==> config.mk <==
export PLATFORM = sky130hd
export DESIGN_NAME = ahb_err_monitor
export DESIGN_NICKNAME = d
export VERILOG_FILES = /design/src/rtl/ahbmon_pkg.sv /design/src/rtl/ahbmon_tracker.sv /design/src/rtl/ahbmon_capset.sv /design/src/rtl/ahbmon_regif.sv /design/src/rtl/ahb_err_monitor.sv
export SDC_FILE = /design/constraint.sdc
export NUM_CORES = 1
export LEC_CHECK = 0
export ABC_CLOCK_PERIOD_IN_PS = 3950
export BUFFER_PORTS_ARGS = -buffer_cell sky130_fd_sc_hd__buf_2
export CELL_PAD_IN_SITES_DETAIL_PLACEMENT = 0
export CELL_PAD_IN_SITES_GLOBAL_PLACEMENT = 1
export CORE_UTILIZATION = 42
export CTS_BUF_LIST = sky130_fd_sc_hd__clkbuf_4 sky130_fd_sc_hd__clkbuf_8
export DETAILED_ROUTE_END_ITERATION = 7
export PLACE_DENSITY = 0.85
export SLEW_MARGIN = 40
export SYNTH_ARGS = -nofsm -noshare
export SYNTH_HDL_FRONTEND = slang
export SYNTH_SLANG_ARGS = --single-unit
export TNS_END_PERCENT = 50
==> constraint.sdc <==
create_clock -name clk -period 3.95 [get_ports clk]
set_input_delay 0.1975 -clock clk [delete_from_list [all_inputs] [get_ports clk]]
set_output_delay 0.1975 -clock clk [all_outputs]
set_load 0.01 [all_outputs]
==> src/rtl/ahbmon_pkg.sv <==
`timescale 1ns/1ps
package ahbmon_pkg;

  localparam logic [1:0] TRANS_IDLE   = 2'b00;
  localparam logic [1:0] TRANS_BUSY   = 2'b01;
  localparam logic [1:0] TRANS_NONSEQ = 2'b10;
  localparam logic [1:0] TRANS_SEQ    = 2'b11;
  localparam logic [1:0] RESP_ERROR   = 2'b01;

  localparam int STAT_NE = 8;
  localparam int STAT_CE = 9;
  localparam int STAT_ME = 10;
  localparam int FILT_W  = 3;

  typedef enum logic [1:0] {
    EV_RD   = 2'd0,
    EV_WR   = 2'd1,
    EV_CORR = 2'd2
  } ev_kind_e;

  // packed so that it lands directly on status bits [7:0]
  typedef struct packed {
    logic       wr;
    logic [3:0] mst;
    logic [2:0] sz;
  } xfer_ctl_t;

endpackage

==> src/rtl/ahbmon_tracker.sv <==
`timescale 1ns/1ps
module ahbmon_tracker
  import ahbmon_pkg::*;
#(
  parameter int AW = 32
) (
  input  logic            clk,
  input  logic            rst_n,
  input  logic [AW-1:0]   haddr,
  input  logic [1:0]      htrans,
  input  logic            hwrite,
  input  logic [2:0]      hsize,
  input  logic [3:0]      hmaster,
  input  logic            hready,
  input  logic [1:0]      hresp,
  input  logic            corr_err,
  output logic            ev_valid,
  output ev_kind_e        ev_kind,
  output xfer_ctl_t       ev_ctl,
  output logic [AW-1:0]   ev_addr
);

  logic          dph_vld_q, dph_vld_d;
  xfer_ctl_t     dph_ctl_q, dph_ctl_d;
  logic [AW-1:0] dph_addr_q, dph_addr_d;
  logic          dph_en;
  logic          hold_q, hold_d;
  logic          active_phase;
  logic          bus_err, bus_ev;

  assign active_phase = (htrans == TRANS_NONSEQ) || (htrans == TRANS_SEQ);
  assign bus_err      = (hresp == RESP_ERROR) && !hready && dph_vld_q;
  assign bus_ev       = bus_err && !hold_q;

  always_comb begin
    dph_vld_d  = dph_vld_q;
    dph_ctl_d  = dph_ctl_q;
    dph_addr_d = dph_addr_q;
    dph_en     = 1'b0;
    if (hready) begin
      dph_vld_d = active_phase;
      if (active_phase) begin
        dph_en     = 1'b1;
        dph_ctl_d  = '{wr: hwrite, mst: hmaster, sz: hsize};
        dph_addr_d = haddr;
      end
    end
  end

  // burst hold: set by any error response, dropped when the burst ends
  always_comb begin
    hold_d = hold_q;
    if (bus_err)
      hold_d = 1'b1;
    else if (hready && ((htrans == TRANS_IDLE) || (htrans == TRANS_NONSEQ)))
      hold_d = 1'b0;
  end

  always_ff @(posedge clk or negedge rst_n) begin
    if (!rst_n) begin
      dph_vld_q <= 1'b0;
      hold_q    <= 1'b0;
    end else begin
      dph_vld_q <= dph_vld_d;
      hold_q    <= hold_d;
    end
  end

  always_ff @(posedge clk or negedge rst_n) begin
    if (!rst_n) begin
      dph_ctl_q  <= '0;
      dph_addr_q <= '0;
    end else if (dph_en) begin
      dph_ctl_q  <= dph_ctl_d;
      dph_addr_q <= dph_addr_d;
    end
  end

  always_comb begin
    ev_valid = bus_ev || corr_err;
    ev_ctl   = dph_ctl_q;
    ev_addr  = dph_addr_q;
    if (bus_ev)
      ev_kind = dph_ctl_q.wr ? EV_WR : EV_RD;
    else
      ev_kind = EV_CORR;
  end

endmodule

==> src/rtl/ahbmon_capset.sv <==
`timescale 1ns/1ps
module ahbmon_capset
  import ahbmon_pkg::*;
#(
  parameter int AW = 32
) (
  input  logic              clk,
  input  logic              rst_n,
  input  logic              ev_hit,
  input  ev_kind_e          ev_kind,
  input  xfer_ctl_t         ev_ctl,
  input  logic [AW-1:0]     ev_addr,
  input  logic              wr_status,
  input  logic              wr_filter,
  input  logic [31:0]       wdata,
  output logic              accept,
  output logic              ne_o,
  output logic              me_o,
  output logic [31:0]       status_o,
  output logic [AW-1:0]     addr_o,
  output logic [FILT_W-1:0] filter_o
);

  logic              ne_q, ne_d;
  logic              ce_q, ce_d;
  logic              me_q, me_d;
  xfer_ctl_t         ctl_q;
  logic [AW-1:0]     addr_q;
  logic              cap_en;
  logic [FILT_W-1:0] filt_q, filt_d;

  always_comb begin
    unique case (ev_kind)
      EV_RD:   accept = filt_q[0];
      EV_WR:   accept = filt_q[1];
      EV_CORR: accept = filt_q[2];
      default: accept = 1'b0;
    endcase
  end

  always_comb begin
    ne_d   = ne_q;
    ce_d   = ce_q;
    me_d   = me_q;
    cap_en = 1'b0;
    filt_d = filt_q;
    if (wr_status) begin
      ne_d = ne_q & wdata[STAT_NE];
      ce_d = ce_q & wdata[STAT_CE];
      me_d = me_q & wdata[STAT_ME];
    end
    if (ev_hit) begin
      if (!ne_q) begin
        cap_en = 1'b1;
        ne_d   = 1'b1;
        ce_d   = (ev_kind == EV_CORR);
      end else begin
        me_d = 1'b1;
      end
    end
    if (wr_filter)
      filt_d = wdata[FILT_W-1:0];
  end

  always_ff @(posedge clk or negedge rst_n) begin
    if (!rst_n) begin
      ne_q   <= 1'b0;
      ce_q   <= 1'b0;
      me_q   <= 1'b0;
      filt_q <= '1;
    end else begin
      ne_q   <= ne_d;
      ce_q   <= ce_d;
      me_q   <= me_d;
      filt_q <= filt_d;
    end
  end

  always_ff @(posedge clk or negedge rst_n) begin
    if (!rst_n) begin
      ctl_q  <= '0;
      addr_q <= '0;
    end else if (cap_en) begin
      ctl_q  <= ev_ctl;
      addr_q <= ev_addr;
    end
  end

  assign ne_o     = ne_q;
  assign me_o     = me_q;
  assign status_o = {21'd0, me_q, ce_q, ne_q, ctl_q};
  assign addr_o   = addr_q;
  assign filter_o = filt_q;

endmodule

==> src/rtl/ahbmon_regif.sv <==
`timescale 1ns/1ps
module ahbmon_regif
  import ahbmon_pkg::*;
#(
  parameter int AW    = 32,
  parameter int NSETS = 2,
  localparam int SEL_W = $clog2(NSETS),
  localparam int PA_W  = 4 + SEL_W
) (
  input  logic                     psel,
  input  logic                     penable,
  input  logic                     pwrite,
  input  logic [PA_W-1:0]          paddr,
  input  logic [NSETS*32-1:0]      status_flat,
  input  logic [NSETS*AW-1:0]      addr_flat,
  input  logic [NSETS*FILT_W-1:0]  filter_flat,
  output logic [NSETS-1:0]         wr_status,
  output logic [NSETS-1:0]         wr_filter,
  output logic [31:0]              prdata
);

  localparam logic [1:0] W_STATUS = 2'd0;
  localparam logic [1:0] W_ADDR   = 2'd1;
  localparam logic [1:0] W_FILTER = 2'd2;

  logic [SEL_W-1:0] sel;
  logic [1:0]       word;
  logic             wr_access;

  assign sel       = paddr[PA_W-1:4];
  assign word      = paddr[3:2];
  assign wr_access = psel && penable && pwrite;

  always_comb begin
    wr_status = '0;
    wr_filter = '0;
    prdata    = '0;
    for (int k = 0; k < NSETS; k++) begin
      if (sel == SEL_W'(k)) begin
        wr_status[k] = wr_access && (word == W_STATUS);
        wr_filter[k] = wr_access && (word == W_FILTER);
        unique case (word)
          W_STATUS: prdata = status_flat[k*32 +: 32];
          W_ADDR:   prdata = 32'(addr_flat[k*AW +: AW]);
          W_FILTER: prdata = 32'(filter_flat[k*FILT_W +: FILT_W]);
          default:  prdata = '0;
        endcase
      end
    end
  end

endmodule

==> src/rtl/ahb_err_monitor.sv <==
`timescale 1ns/1ps
module ahb_err_monitor
  import ahbmon_pkg::*;
#(
  parameter int AW    = 32,
  parameter int NSETS = 2,
  localparam int PA_W = 4 + $clog2(NSETS)
) (
  input  logic            clk,
  input  logic            rst_n,
  input  logic [AW-1:0]   haddr,
  input  logic [1:0]      htrans,
  input  logic            hwrite,
  input  logic [2:0]      hsize,
  input  logic [3:0]      hmaster,
  input  logic            hready,
  input  logic [1:0]      hresp,
  input  logic            corr_err,
  input  logic            psel,
  input  logic            penable,
  input  logic            pwrite,
  input  logic [PA_W-1:0] paddr,
  input  logic [31:0]     pwdata,
  output logic [31:0]     prdata,
  output logic            irq
);

  logic [1:0]              rst_sync_q;
  logic                    rst_sync_n;
  logic                    ev_valid;
  ev_kind_e                ev_kind;
  xfer_ctl_t               ev_ctl;
  logic [AW-1:0]           ev_addr;
  logic [NSETS-1:0]        accept_vec, hit_vec;
  logic [NSETS-1:0]        ne_vec, me_vec;
  logic [NSETS-1:0]        wr_status, wr_filter;
  logic [NSETS*32-1:0]     status_flat;
  logic [NSETS*AW-1:0]     cap_addr_flat;
  logic [NSETS*FILT_W-1:0] filter_flat;

  // asynchronous assert, synchronous release
  always_ff @(posedge clk or negedge rst_n) begin
    if (!rst_n) rst_sync_q <= 2'b00;
    else        rst_sync_q <= {rst_sync_q[0], 1'b1};
  end
  assign rst_sync_n = rst_sync_q[1];

  ahbmon_tracker #(.AW(AW)) u_tracker (
    .clk      (clk),
    .rst_n    (rst_sync_n),
    .haddr    (haddr),
    .htrans   (htrans),
    .hwrite   (hwrite),
    .hsize    (hsize),
    .hmaster  (hmaster),
    .hready   (hready),
    .hresp    (hresp),
    .corr_err (corr_err),
    .ev_valid (ev_valid),
    .ev_kind  (ev_kind),
    .ev_ctl   (ev_ctl),
    .ev_addr  (ev_addr)
  );

  // priority routing: the lowest record whose filter accepts owns the event
  always_comb begin
    logic taken;
    taken = 1'b0;
    for (int k = 0; k < NSETS; k++) begin
      hit_vec[k] = ev_valid && accept_vec[k] && !taken;
      taken      = taken || accept_vec[k];
    end
  end

  for (genvar g = 0; g < NSETS; g++) begin : g_set
    ahbmon_capset #(.AW(AW)) u_set (
      .clk       (clk),
      .rst_n     (rst_sync_n),
      .ev_hit    (hit_vec[g]),
      .ev_kind   (ev_kind),
      .ev_ctl    (ev_ctl),
      .ev_addr   (ev_addr),
      .wr_status (wr_status[g]),
      .wr_filter (wr_filter[g]),
      .wdata     (pwdata),
      .accept    (accept_vec[g]),
      .ne_o      (ne_vec[g]),
      .me_o      (me_vec[g]),
      .status_o  (status_flat[g*32 +: 32]),
      .addr_o    (cap_addr_flat[g*AW +: AW]),
      .filter_o  (filter_flat[g*FILT_W +: FILT_W])
    );
  end

  ahbmon_regif #(.AW(AW), .NSETS(NSETS)) u_regif (
    .psel        (psel),
    .penable     (penable),
    .pwrite      (pwrite),
    .paddr       (paddr),
    .status_flat (status_flat),
    .addr_flat   (cap_addr_flat),
    .filter_flat (filter_flat),
    .wr_status   (wr_status),
    .wr_filter   (wr_filter),
    .prdata      (prdata)
  );

  assign irq = |ne_vec;

endmodule

==> results.py, run 1 <==
metrics = {
    "sta": {
        "period_share": 0.6132,
        "maxSlewHeadroom": 0.4697,
        "rsz0062_at_grt": "false",
        "finalSetupViolCount": 0,
        "whs_ns": 0.07319,
        "period_needed_ns": 2.422,
        "final-max-slew-violation-count": 0,
        "finClkSkew_ns": 0.01008,
        "timing_hold_violations_final": 0,
        "worst_pin_slew_ns": 0.7937,
        "tns_ns": 0,
        "max_freq_ghz": 0.4129,
    },
    "clock_network": {
        "cts.sinks": 136,
        "clkLatencyLatePin_ns": 0.45,
        "cts_resized": 0,
        "post_cts_buffers": 0,
        "clk_pin_slew_worst_paths_ns": 0.07,
        "cts.path.max_buffers": 2,
        "cts_root_buffer": "clkbuf_8",
        "cts_buffers": 17,
        "cts_tree": "yes",
        "cts.htree.levels": 4,
    },
    "logic_synthesis": {
        "ys_seq_area_frac": 0.5727,
        "syn_avg_cell_area_um2": 14.28,
        "yosys_register_bits": 136,
        "synth.distinct_cells": 34,
        "synthesis.nets": 505,
        "syn_inst": 417,
        "ys_warn_count": 0,
        "syn-cell-area_um2": 5956,
    },
    "placed_design": {
        "numPortBuffers": 92,
        "place.gp.congestion": 0.8031,
        "place_hpwl_mm": 7.501,
        "placed_area_um2": 6558,
    },
    "layout": {
        "drive_gt1_frac": 0.4799,
        "final_common_cell": "dfrtp_1",
        "final_cell_mix": "129 x dfrtp_1, 123 x mux2_2, 92 x buf_2",
        "finalInstanceArea_um2": 7548,
        "nNetsFinal": 646,
        "area_growth_pct": 26.74,
        "antenna_cells": 0,
        "fin_util": 0.5438,
    },
    "run_status": {
        "status": "finished, final reports clean",
    },
    "route": {
        "first_iter_violations": 165,
        "vias": 3811,
        "via_per_inst": 5.075,
        "drc": 0,
        "drt_pass1_iterations": 4,
        "routedWlPerCell_um": 16.63,
        "antenna_left": 0,
        "route.final.wire_length_mm": 12.49,
    },
    "grt": {
        "grt_max_degree": 75,
        "antenna_found_initial": 0,
        "gr-usage-all-layers": 0.1844,
        "overflow": 0,
        "grt_pass1_wl_mm": 20.18,
        "grt_pass1_vias": 4038,
    },
    "die": {
        "start_util": 0.4291,
        "core_area_um2": 13880,
        "die_area_um2": 14660,
        "ios": 121,
        "fp-row-count": 43,
        "die_h_um": 121.1,
        "die_w_um": 121.1,
    },
    "setup_path": {
        "cp-endpoint": "g_set[0].u_set.addr_o[5]",
        "r2r_end": "g_set[0].u_set.addr_o[5]",
        "arrival_ns": 2.75,
        "worstSetupStartpoint": "hready",
        "endpoint_kind": "flop",
        "setup.worst_path.class": "in2reg",
        "reg2reg_depth": 5,
        "critPathLaunchType": "input port",
        "worstPathRequired_ns": 4.27,
        "worstPathMaxFanout": 23,
        "rrSetupSlack_ns": 1.57,
        "r2r-start": "u_tracker.ev_ctl[7]",
    },
    "pwr": {
        "peakVddDrop_v": 0.0002269,
        "p_leak_nw": 3.564,
        "total_power_mw": 4.106,
        "power.density_nw_per_um2": 543.9,
    },
    "run": {
        "drv_cap": 0,
    },
    "min_path": {
        "hp-class": "in2async",
    },
}
==> where the power goes <==
group / internal [mW] / leakage (nW) / switching, mW
clock: 0.854 / 0.238 / 0.528
combinational: 0.471 / 1.61 / 0.277
sequential: 1.77 / 1.72 / 0.207
==> worst max-delay path: stages <==
cell,delay (ns)
dlygate4sd3_1,0.53
buf_2,0.15
and4bb_2,0.34
nand3_1,0.19
a21oi_4,0.70
buf_12,0.28
mux2_2,0.36
==> worst min-delay path by stage <==
| stage | startpoint | to | slack (ns) | cells after the start |
|---|---|---|---|---|
| global route | rst_n | rst_sync_q[1] | 0.05 | 2 |
| detailed placement | rst_n | rst_sync_q[0] | -0.02 | 1 |
| CTS | rst_n | rst_sync_q[1] | 0.03 | 2 |
| finish | rst_n | rst_sync_q[1] | 0.07 | 2 |
| global placement | rst_n | rst_sync_q[0] | -0.02 | 1 |
| floorplan | rst_n | rst_sync_q[0] | -0.1 | 0 |
==> final cells by class <==
type,instances,area (µm²)
clock inverters,12,221.5
flip-flops and latches,136,3415
inverters,7,26.28
repair buffers,145,1016
clock buffers,20,269.0
well taps,180,225.2
multi-input cells,251,2376
fillers,1168,6332
==> synth_stat cells (all sizes together) <==
cell / instances / share of area
dfrtp: 130 / 0.55
nand3: 3 / 0.0025
clkbuf: 5 / 0.0032
and4bb: 1 / 0.0021
inv: 7 / 0.0044
o211ai: 2 / 0.0034
dfstp: 6 / 0.026
a21oi: 12 / 0.014
nand3b: 2 / 0.0025
nor2b: 9 / 0.0095
and2: 1 / 0.0011
nand4bb: 1 / 0.0019
nor3: 4 / 0.0034
mux4: 8 / 0.030
a21o: 2 / 0.0025
o31a: 1 / 0.0015
o32ai: 1 / 0.0015
o21ai: 13 / 0.011
nor3b: 1 / 0.0013
conb: 1 / 0.00063
nor2: 29 / 0.018
nand2b: 1 / 0.0011
and4b: 1 / 0.0017
buf: 18 / 0.022
or3b: 1 / 0.0015
mux2: 127 / 0.24
and3b: 1 / 0.0015
nand2: 4 / 0.0025
mux2i: 25 / 0.042
==> per-layer routing <==
| layer | track usage | up-vias | part of all wire |
|---|---|---|---|
| met4 | 0.09105 | 0 | 0.022 |
| li1 | - | 1762 | - |
| met2 | 0.3007 | 79 | 0.50 |
| met5 | 0 | - | 0 |
| met1 | 0.2278 | 1950 | 0.43 |
| met3 | 0.04605 | 20 | 0.043 |
==> cell families after synthesis <==
| group | after synthesis | synth area share |
|---|---|---|
| other | 1 | 0.0006296 |
| buffers and inverters | 30 | 0.03004 |
| AO/OA/AOI/OAI | 31 | 0.03361 |
| flip-flops | 136 | 0.5727 |
| multiplexers | 160 | 0.3124 |
| AND/OR/NAND/NOR | 59 | 0.05063 |
==> what timing repair did <==
action,in CTS,in global routing
hold endpoints to repair,53,0
endpoints found under the setup margin,0,0
hold buffers,48,0
==> through the flow <==
| stage | setup slack [ns] | std cells |
|---|---|---|
| 4_1_cts | 1.568 | 750 |
| 3_3_place_gp | 1.593 | 670 |
| 6_report | 1.528 | 751 |
| 2_1_floorplan | 1.695 | 417 |
| 5_1_grt | 1.460 | 751 |
| 3_5_place_dp | 1.610 | 670 |
==> state kept, by name (all words and copies together), names as in the netlist <==
signal	cells
u_tracker.ev_ctl	8
u_tracker.dph_vld_q	1
u_tracker.hold_q	1
g_set.u_set.ne_o	2
g_set.u_set.filter_o	6
rst_sync_q	2
g_set.u_set.ce_q	2
g_set.u_set.status_o	16
g_set.u_set.addr_o	64
g_set.u_set.me_o	2
u_tracker.ev_addr	32
(Power assumes the default switching activity.)
==> run 2: changes to the inputs <==
--- a/config.mk
+++ b/config.mk
@@ -5,14 +5,14 @@
 export SDC_FILE = /design/constraint.sdc
 export NUM_CORES = 1
 export LEC_CHECK = 0
-export ABC_CLOCK_PERIOD_IN_PS = 3950
+export ABC_CLOCK_PERIOD_IN_PS = 2430
 export BUFFER_PORTS_ARGS = -buffer_cell sky130_fd_sc_hd__buf_2
 export CELL_PAD_IN_SITES_DETAIL_PLACEMENT = 0
 export CELL_PAD_IN_SITES_GLOBAL_PLACEMENT = 1
-export CORE_UTILIZATION = 42
+export CORE_UTILIZATION = 45
 export CTS_BUF_LIST = sky130_fd_sc_hd__clkbuf_4 sky130_fd_sc_hd__clkbuf_8
 export DETAILED_ROUTE_END_ITERATION = 7
-export PLACE_DENSITY = 0.85
+export PLACE_DENSITY = 0.86
 export SLEW_MARGIN = 40
 export SYNTH_ARGS = -nofsm -noshare
 export SYNTH_HDL_FRONTEND = slang
==> constraint.sdc (replaced) <==
create_clock -name clk -period 2.43 [get_ports clk]
set_input_delay 0.1215 -clock clk [delete_from_list [all_inputs] [get_ports clk]]
set_output_delay 0.1215 -clock clk [all_outputs]
set_load 0.01 [all_outputs]
==> run 2 against run 1 <==
  * Clock power grew 24%
  * Sequential cell count is the same
  * Routed wire length shrank 4.3%
  * Global-route usage grew 0.84 points
  * Total power grew 49%
  * Highest routed layer unchanged
==> results.py, run 2 (synthesized netlist as in run 1, its figures left out) <==
metrics = {
    "min_path": {
        "hp-class": "in2reg",
    },
    "route": {
        "antenna_left": 0,
        "drc": 0,
        "routedWlPerCell_um": 16.08,
        "route.final.wire_length_mm": 11.95,
        "first_iter_violations": 112,
        "vias": 3760,
        "via_per_inst": 5.061,
        "drt_pass1_iterations": 4,
    },
    "run": {
        "drv_cap": 0,
    },
    "layout": {
        "antenna_cells": 0,
        "final_cell_mix": "129 x dfrtp_1, 123 x mux2_2, 92 x buf_2",
        "seqCellArea_um2": 3415,
        "fin_util": 0.5830,
        "final_common_cell": "dfrtp_1",
        "nNetsFinal": 649,
        "nFillCells": 1031,
        "area_growth_pct": 25.04,
        "largest_reg_flops": 64,
        "drive_gt1_frac": 0.4764,
        "multi_input_area_um2": 2369,
    },
    "setup_path": {
        "critPathLaunchType": "flop",
        "critPathSlowestCell": "dfrtp_1",
        "crit_top_cell": "mux2_2",
        "setup.worst_path.class": "reg2reg",
        "endpoint_kind": "flop",
        "worstPathMaxFanout": 37,
        "arrival_ns": 2.32,
        "cp_cell_sequence": "mux2_2 -> nand3_1 -> a21oi_4 -> buf_12 -> mux2_2",
        "worstPathRequired_ns": 2.75,
        "slowest_delay_ns": 0.46,
    },
    "clock_network": {
        "cts_root_buffer": "clkbuf_8",
        "cts.htree.levels": 4,
        "cts.path.max_buffers": 2,
        "cts.sinks": 136,
        "clkLatencyLatePin_ns": 0.43,
        "cts_resized": 0,
        "clk_pin_slew_worst_paths_ns": 0.07,
        "cts_tree": "yes",
        "cts_buffers": 17,
    },
    "sta": {
        "finClkSkew_ns": 0.005759,
        "rsz0062_at_grt": "false",
        "worst_pin_slew_ns": 0.6867,
        "max_freq_ghz": 0.4989,
        "finalSetupViolCount": 0,
        "period_share": 0.8249,
        "period_needed_ns": 2.005,
        "maxSlewHeadroom": 0.5422,
        "tns_ns": 0,
        "final-max-slew-violation-count": 0,
        "timing_hold_violations_final": 0,
    },
    "placed_design": {
        "place_hpwl_mm": 7.445,
        "numPortBuffers": 92,
        "place.gp.congestion": 0.8100,
    },
    "grt": {
        "use_met2": 0.3120,
        "met1_usage": 0.2503,
        "grt_max_degree": 75,
        "antenna_found_initial": 0,
        "gr-max-usage-layer": "met2",
        "overflow": 0,
        "use_met3": 0.04428,
        "grt_pass1_vias": 3833,
        "gr-usage-all-layers": 0.1928,
        "grt_pass1_wl_mm": 19.42,
    },
    "die": {
        "core_area_um2": 12770,
        "start_util": 0.4663,
        "fp-row-count": 41,
        "ios": 121,
        "die_w_um": 117.0,
        "die_h_um": 117.0,
        "die_area_um2": 13700,
    },
    "pwr": {
        "power.density_nw_per_um2": 823.7,
        "p_leak_nw": 3.535,
        "peakVddDrop_v": 0.0004172,
    },
    "run_status": {
        "status": "finished, final reports clean",
    },
}
## run 2: cell types whose count changed in the layout (fill, tap and decap cells not counted)
| cell | previous run | this run |
|---|---|---|
| buf_12 | 3 | 4 |
| buf_4 | 2 | 3 |
| bufinv_16 | 6 | 0 |
| clkbuf_4 | 1 | 2 |
| clkbuf_8 | 19 | 25 |
| clkinv_4 | 1 | 0 |
| clkinvlp_4 | 3 | 0 |
| dlygate4sd3_1 | 48 | 49 |
| nand2_2 | 0 | 1 |
| nand2_4 | 1 | 0 |
| nand2b_1 | 0 | 1 |
| nand2b_2 | 1 | 0 |
## run 2: power breakdown
part | internal, mW | switching (mW) | total, mW | leakage (nW)
Combinational | 0.769 | 0.448 | 1.22 | 1.62
Sequential | 2.88 | 0.333 | 3.21 | 1.72
Clock | 0.928 | 0.778 | 1.71 | 0.197
Total | 4.58 | 1.56 | 6.13 | 3.53
## run 2: area by class of cell
| class | count | area share |
|---|---|---|
| Clock inverter | 2 | 0.001344 |
| Timing Repair Buffer | 148 | 0.1415 |
| Inverter | 7 | 0.003528 |
| Multi-Input combinational cell | 251 | 0.3180 |
| Sequential cell | 136 | 0.4585 |
| Clock buffer | 27 | 0.04822 |
| Tap cell | 172 | 0.02890 |
## run 2: worst paths after layout
path,from,end,slack (ns),depth (start not counted)
max reg2reg,u_tracker.ev_ctl[7],g_set[0].u_set.addr_o[12],0.43,5
min reg2reg,rst_sync_q[1],g_set[1].u_set.status_o[4],0.26,0
min,corr_err,g_set[1].u_set.ce_q,0.03,3
max,u_tracker.ev_ctl[7],g_set[0].u_set.addr_o[12],0.43,5
min in group asynchronous,rst_sync_q[1],g_set[1].u_set.status_o[4],0.26,0
max in group asynchronous,rst_sync_q[1],g_set[0].u_set.addr_o[27],1.42,1
## run 2: layer usage
layer  vias up  part of all wire
met3        19             0.033
met2        77              0.49
met4         0             0.018
li1       1757                 -
met1      1907              0.46
met5         -                 0
## run 2: timing repair
action | 4_1_cts | 5_1_grt
hold buffers | 49 | 0
buffers inserted | 0 | 0
endpoints found under the hold margin | 54 | 0
## run 2: stage by stage
step / cell area, µm² / hold WS [ns] / worst slack (ns) / total power, mW / cells
final: 7447 / 0.03053 / 0.4255 / 6.134 / 743
after global routing: 7447 / 0.03789 / 0.3237 / 6.507 / 743
after CTS: 7447 / 0.002933 / 0.4202 / 6.208 / 743
after detailed placement: 6588 / -0.09147 / 0.4334 / 4.428 / 665
after global placement: 6588 / -0.09357 / 0.4468 / 4.327 / 665
after floorplan: 5957 / -0.1741 / 0.1746 / 4.057 / 417
## run 2: worst max-delay path, delay by kind of cell, from the launching register on
kind	cells	cell delay [ns]
flops	1	0.46
compound gates	1	0.32
buf+inv	1	0.29
simple gates	1	0.17
mux	2	0.63
